<file path="src/rtl/word_demux.sv">
module word_demux #(
  parameter int DW      = 10,
  parameter int STARTUP = 8
) (
  input  logic          clk,
  input  logic          rst_n,
  input  logic [DW:0]   sample_in,
  input  logic          ratio_sel,
  input  logic          stagger_sel,
  input  logic          dr_half_sel,
  input  logic          selftest_sel,
  output logic [DW:0]   port_a,
  output logic [DW:0]   port_b,
  output logic [DW:0]   port_c,
  output logic [DW:0]   port_d,
  output logic          data_ready
);
  localparam int BW = $clog2(STARTUP + 1);
  localparam logic [BW-1:0] LIVE_AT = BW'(STARTUP);
  localparam logic [BW-1:0] GATE_AT = BW'(STARTUP - 1);

  logic [BW-1:0] boot;
  logic          cfg_four, cfg_stag, cfg_half, cfg_bist;
  logic [1:0]    slot;
  logic          phase, drq;
  logic [DW:0]   hold [4];
  logic [DW:0]   word [4];
  logic [3:0]    stb;
  logic [DW:0]   vis  [4];

  wire first = (boot == '0);
  wire live  = (boot == LIVE_AT);
  wire gate  = (boot >= GATE_AT);
  wire four  = first ? (ratio_sel | selftest_sel) : cfg_four;
  wire stag  = first ? stagger_sel  : cfg_stag;
  wire half  = first ? dr_half_sel  : cfg_half;
  wire bist  = first ? selftest_sel : cfg_bist;
  wire last  = four ? (slot == 2'd3) : (slot == 2'd1);

  function automatic logic [DW-1:0] pat(input int k, input logic ph);
    logic [DW-1:0] p;
    for (int i = 0; i < DW; i++) p[i] = i[0];
    return (((k == 2) ? 1'b1 : 1'b0) ^ ph) ? ~p : p;
  endfunction

  always_ff @(posedge clk or negedge rst_n) begin
    if (!rst_n) begin
      boot  <= '0;
      slot  <= '0;
      phase <= 1'b0;
      drq   <= 1'b0;
      stb   <= '0;
      {cfg_four, cfg_stag, cfg_half, cfg_bist} <= '0;
      for (int k = 0; k < 4; k++) begin
        hold[k] <= '0;
        word[k] <= '0;
      end
    end else begin
      if (!live) boot <= boot + 1'b1;
      if (first) {cfg_four, cfg_stag, cfg_half, cfg_bist} <= {four, stag, half, bist};
      slot       <= last ? 2'd0 : slot + 2'd1;
      hold[slot] <= sample_in;
      phase      <= phase ^ (last & gate);
      drq        <= half ? (drq ^ (last & gate)) : last;
      for (int k = 0; k < 4; k++) begin
        stb[k] <= stag && (slot == 2'(k)) && (k < 2 || four);
        if ((stag ? (slot == 2'(k)) : last) && (k < 2 || four))
          word[k] <= bist ? {1'b0, pat(k, phase)}
                          : ((slot == 2'(k)) ? sample_in : hold[k]);
      end
    end
  end

  always_comb
    for (int k = 0; k < 4; k++)
      vis[k] = live ? {(cfg_stag ? stb[k] : word[k][DW]), word[k][DW-1:0]} : '0;

  assign port_a     = vis[0];
  assign port_b     = vis[1];
  assign port_c     = vis[2];
  assign port_d     = vis[3];
  assign data_ready = live & drq;

  assert_quiet_start_R8: assert property (@(posedge clk) disable iff (!rst_n)
    (boot < LIVE_AT) |-> (data_ready == 1'b0 && port_a == '0 && port_b == '0 && port_c == '0 && port_d == '0));

  assert_two_port_idle_R1: assert property (@(posedge clk) disable iff (!rst_n)
    (live && !cfg_four) |-> (port_c == '0 && port_d == '0));

  assert_one_strobe_R4: assert property (@(posedge clk) disable iff (!rst_n)
    (live && cfg_stag) |-> ($countones({port_a[DW], port_b[DW], port_c[DW], port_d[DW]}) == 1));

  assert_pulse_width_R5: assert property (@(posedge clk) disable iff (!rst_n)
    (live && !cfg_half && data_ready) |=> !data_ready);

  assert_mode_frozen_R9: assert property (@(posedge clk) disable iff (!rst_n)
    !first |=> $stable({cfg_four, cfg_stag, cfg_half, cfg_bist}));

  assert_selftest_c_inverted_R7: assert property (@(posedge clk) disable iff (!rst_n)
    (live && cfg_bist && !cfg_stag) |-> (port_a[DW-1:0] == ~port_c[DW-1:0] && port_a == port_d));
endmodule

</file>
<file path="config.mk">
export PLATFORM = sky130hd
export DESIGN_NAME = word_demux
export DESIGN_NICKNAME = d
export VERILOG_FILES = /design/src/rtl/word_demux.sv
export SDC_FILE = /design/constraint.sdc
export NUM_CORES = 1
export LEC_CHECK = 0
export BUFFER_PORTS_ARGS = -buffer_cell sky130_fd_sc_hd__buf_2
export CAP_MARGIN = 25
export CELL_PAD_IN_SITES_DETAIL_PLACEMENT = 0
export CELL_PAD_IN_SITES_GLOBAL_PLACEMENT = 2
export CORE_MARGIN = 2
export CORE_UTILIZATION = 39
export CTS_BUF_LIST = sky130_fd_sc_hd__clkbuf_4 sky130_fd_sc_hd__clkbuf_8 sky130_fd_sc_hd__clkbuf_16
export CTS_CLUSTER_DIAMETER = 150
export DETAILED_ROUTE_END_ITERATION = 10
export PLACE_DENSITY = 0.82
export SETUP_SLACK_MARGIN = 0.5
export SLEW_MARGIN = 5
export SYNTH_ARGS = -nofsm -noshare
export SYNTH_HDL_FRONTEND = slang
export SYNTH_SLANG_ARGS = --single-unit
</file>
<file path="constraint.sdc">
create_clock -name clk -period 2.57 [get_ports clk]
set_input_delay 0 -clock clk [delete_from_list [all_inputs] [get_ports clk]]
set_output_delay 0 -clock clk [all_outputs]
set_load 0.01 [all_outputs]
</file>
==> run_results.csv <==
group,metric,value,unit
synth,synth_edf_count,0,
global_routing,grt_pass1_vias,3265,
sta,finalHoldViolCount,0,
placement,place_congestion,0.700,
global_routing,grt.total_usage,17.7,%
route,wl_per_cell,16.5,µm
min_path,holdCritPathClass,"input pin to register",
synth,netlist_instances,405,
synth,synth-async-reset-ratio,100,%
synth,synth_flop_cell,"dfrtp_1",
floorplanning,die_x,116,µm
setup_path,cp_data_required_time,2.80,ns
route,viasPerCell,4.84,
finish,fillers,1113,
placement,post-place-cells,633,
finish,final_cells,676,
placement,port_buffers,61,
sta,skew,0.00397,ns
floorplanning,start_util,40.4,%
synth,ys_seq_area_share,53.0,%
clocking,cts_tree,"yes",
clocking,cts_buffer_depth,2,
finish,nets,527,
setup_path,crit_chain,"inv_2 > ha_4 > nor3b_4 > buf_6 > buf_6 > mux2_4 > a31oi_4 > buf_12 > mux2_4",
synth,ys_ff_latch,104,
global_routing,grt_pass1_wl,17900,µm
job,drv_cap,0,
global_routing,antenna_found_initial,0,
setup_path,crit_type,"register to register",
sta,setup_viol,0,
floorplanning,fp.dieH,116,µm
power,power_density,1060,nW/µm²
route,drt_iter0_drc,138,
synth,syn-num-nets,428,
clocking,cts_root_buf,"clkbuf_16",
sta,rsz0062_at_grt,"yes",
power,p_leak,2.84,nW
route,drt-total-wl,11200,µm
setup_path,crit_family,"multiplexers",
status,status,"completed",
setup_path,slowest_stage,"dfrtp_1",
placement,dp_hpwl,7370,µm
power,peakVddDrop,0.423,mV
clocking,clock_latency,0.35,ns
setup_path,path_max_fanout,4,
route,vias,3275,
synth,synth.distinct_cells,38,
route,post-route-drc-count,0,
synth,yosys_warnings,0,
setup_path,cp-start-kind,"register",
synth,avgSynthCellArea,12.1,µm²
setup_path,crit_buf_inv,4,
sta,fin_setup_tns,0,ns
power,power,6.59,mW
finish,drive_gt1_share,41.9,%
finish,synthToLayoutAreaGrowth,26.1,%
clocking,numClockSinks,104,
sta,tightest_slew,0.464,ns
setup_path,max_stage_delay,0.40,ns
floorplanning,rows,40,
sta,period_needed,2.22,ns
synth,syn_area,4910,µm²
floorplanning,boundaryPins,62,
floorplanning,die-area,13500,µm²
finish,multi_input_area,2200,µm²
finish,regArea,2600,µm²
setup_path,cp-end-kind,"register",
finish,num_antenna_cells,0,
route,drtAntennaViolNets,0,
sta,maxSlewHeadroom,69.1,%
sta,fmax,0.451,GHz
floorplanning,core,12200,µm²
sta,finalMaxSlewViolations,0,
global_routing,grt_overflow,0,
setup_path,worstPathArrival,2.45,ns
route,firstDrtPassIters,4,
global_routing,grt_start_max_net_pins,64,
clocking,clk_pin_slew,0.07,ns
clocking,cts_buffers,9,
clocking,cts_max_level,3,
sta,post-route-period-util,86.3,%
## sequential cells by signal (all words and copies together) (netlist names)
| register | count |
|---|---|
| slot | 2 |
| boot | 4 |
| cfg_half | 1 |
| cfg_four | 1 |
| drq | 1 |
| word | 44 |
| cfg_bist | 1 |
| cfg_stag | 1 |
| hold | 44 |
| phase | 1 |
| stb | 4 |
## timing repair
action | in CTS | in global routing
hold endpoints to repair | 123 | 0
endpoints found under the setup margin | 50 | 36
pin swaps | 3 | 1
buffers inserted | 14 | 1
gates cloned | 1 | 0
resized for setup | 34 | 4
hold buffers | 12 | 0
## routing by layer
metal	track usage, %	routed length [µm]
met1	25.4	5530
met2	26.8	5090
met3	4.26	401
met4	5.00	153
met5	0	0
## cell type report
type                            count  share of cell area, %
Multi-Input combinational cell    252                   35.5
Clock inverter                      3                  0.303
Inverter                           25                   1.60
Tap cell                          168                   3.40
Clock buffer                       12                   4.10
Timing Repair Buffer              112                   13.1
Sequential cell                   104                   42.0
## cells in the mapped netlist (2+ instances only)
master / n / area (µm²)
nand2_1: 21 / 78.8
mux2_4: 9 / 135
o31ai_1: 10 / 75.1
nor2_1: 32 / 120
ha_1: 6 / 75.1
nand3_1: 2 / 10.0
nand2b_1: 6 / 37.5
mux2i_1: 29 / 290
a21oi_1: 2 / 10.0
buf_2: 3 / 15.0
dfrtp_1: 104 / 2600
buf_4: 2 / 15.0
or2_2: 2 / 12.5
o21ba_2: 15 / 150
clkbuf_1: 14 / 52.6
o21bai_1: 16 / 120
and2_1: 26 / 163
nand3b_1: 2 / 15.0
o21ai_0: 4 / 20.0
mux2_2: 51 / 574
inv_1: 24 / 90.1
and3_1: 3 / 18.8
xnor2_1: 3 / 26.3
mux2i_2: 2 / 27.5
buf_6: 3 / 33.8
nor2b_1: 2 / 12.5
## report_power, final
group          switching (mW)  internal [mW]
Clock                   0.588          0.699
Sequential              0.248           2.34
Combinational            1.26           1.46
Total                    2.10           4.49
## worst paths after layout
| kind | cells after the start | start | to | slack, ns |
|---|---|---|---|---|
| setup / recovery | 9 | boot[1]$_DFFE_PN0P_ | word[42]$_DFFE_PN0P_ | 0.35 |
| hold / removal | 2 | sample_in[5] | hold[5]$_DFFE_PN0P_ | 0.01 |
| setup reg to reg | 9 | boot[1]$_DFFE_PN0P_ | word[42]$_DFFE_PN0P_ | 0.35 |
| hold reg to reg | 2 | word[0]$_DFFE_PN0P_ | word[0]$_DFFE_PN0P_ | 0.47 |
| max in group asynchronous | 4 | rst_n | hold[28]$_DFFE_PN0P_ | 1.62 |
| min in group asynchronous | 2 | rst_n | word[37]$_DFFE_PN0P_ | 0.10 |
## cells by family (layout without fill, tap and decap cells)
family / Yosys count / count (layout) / synth area share, %
AO/OA/AOI/OAI: 51 / 51 / 8.69
XOR/XNOR: 4 / 4 / 0.714
adder cells (fa/ha/maj): 6 / 6 / 1.53
buffers and inverters: 49 / 152 / 4.66
flip-flops: 104 / 104 / 53.0
multiplexers: 92 / 92 / 21.1
AND/OR/NAND/NOR: 99 / 99 / 10.3
## through the flow
| step | setup slack (ns) | utilization [%] | instance area (µm²) | hold slack [ns] |
|---|---|---|---|---|
| after floorplan | 0.360 | - | 4920 | -0.296 |
| after global placement | 0.117 | 44.9 | 5470 | 0.258 |
| after detailed placement | 0.0694 | 45.2 | 5490 | -0.0720 |
| after CTS | 0.365 | 50.7 | 6160 | 0.00445 |
| after global routing | 0.296 | 50.9 | 6190 | 0.00626 |
| final | 0.351 | 50.9 | 6190 | 0.0122 |
## layout by cell type, fill, tap and decap left out, types with 3 or more instances in the layout
master         Yosys  routed
nor2_1            32      32
mux2i_4            0       4
mux2_4             9      14
o21bai_1          16      16
dlygate4sd3_1      0      12
and2_1            26      26
clkbuf_16          0       9
o31ai_1           10       9
inv_1             24      22
nand2_1           21      21
buf_4              2      26
buf_6              3      10
dfrtp_1          104     104
mux2_2            51      47
xnor2_1            3       3
mux2i_2            2       3
and3_1             3       3
o21ai_0            4       4
mux2i_1           29      24
o21ba_2           15      15
buf_2              3      60
ha_1               6       4
nand2b_1           6       6
(Power assumes the default switching activity.)
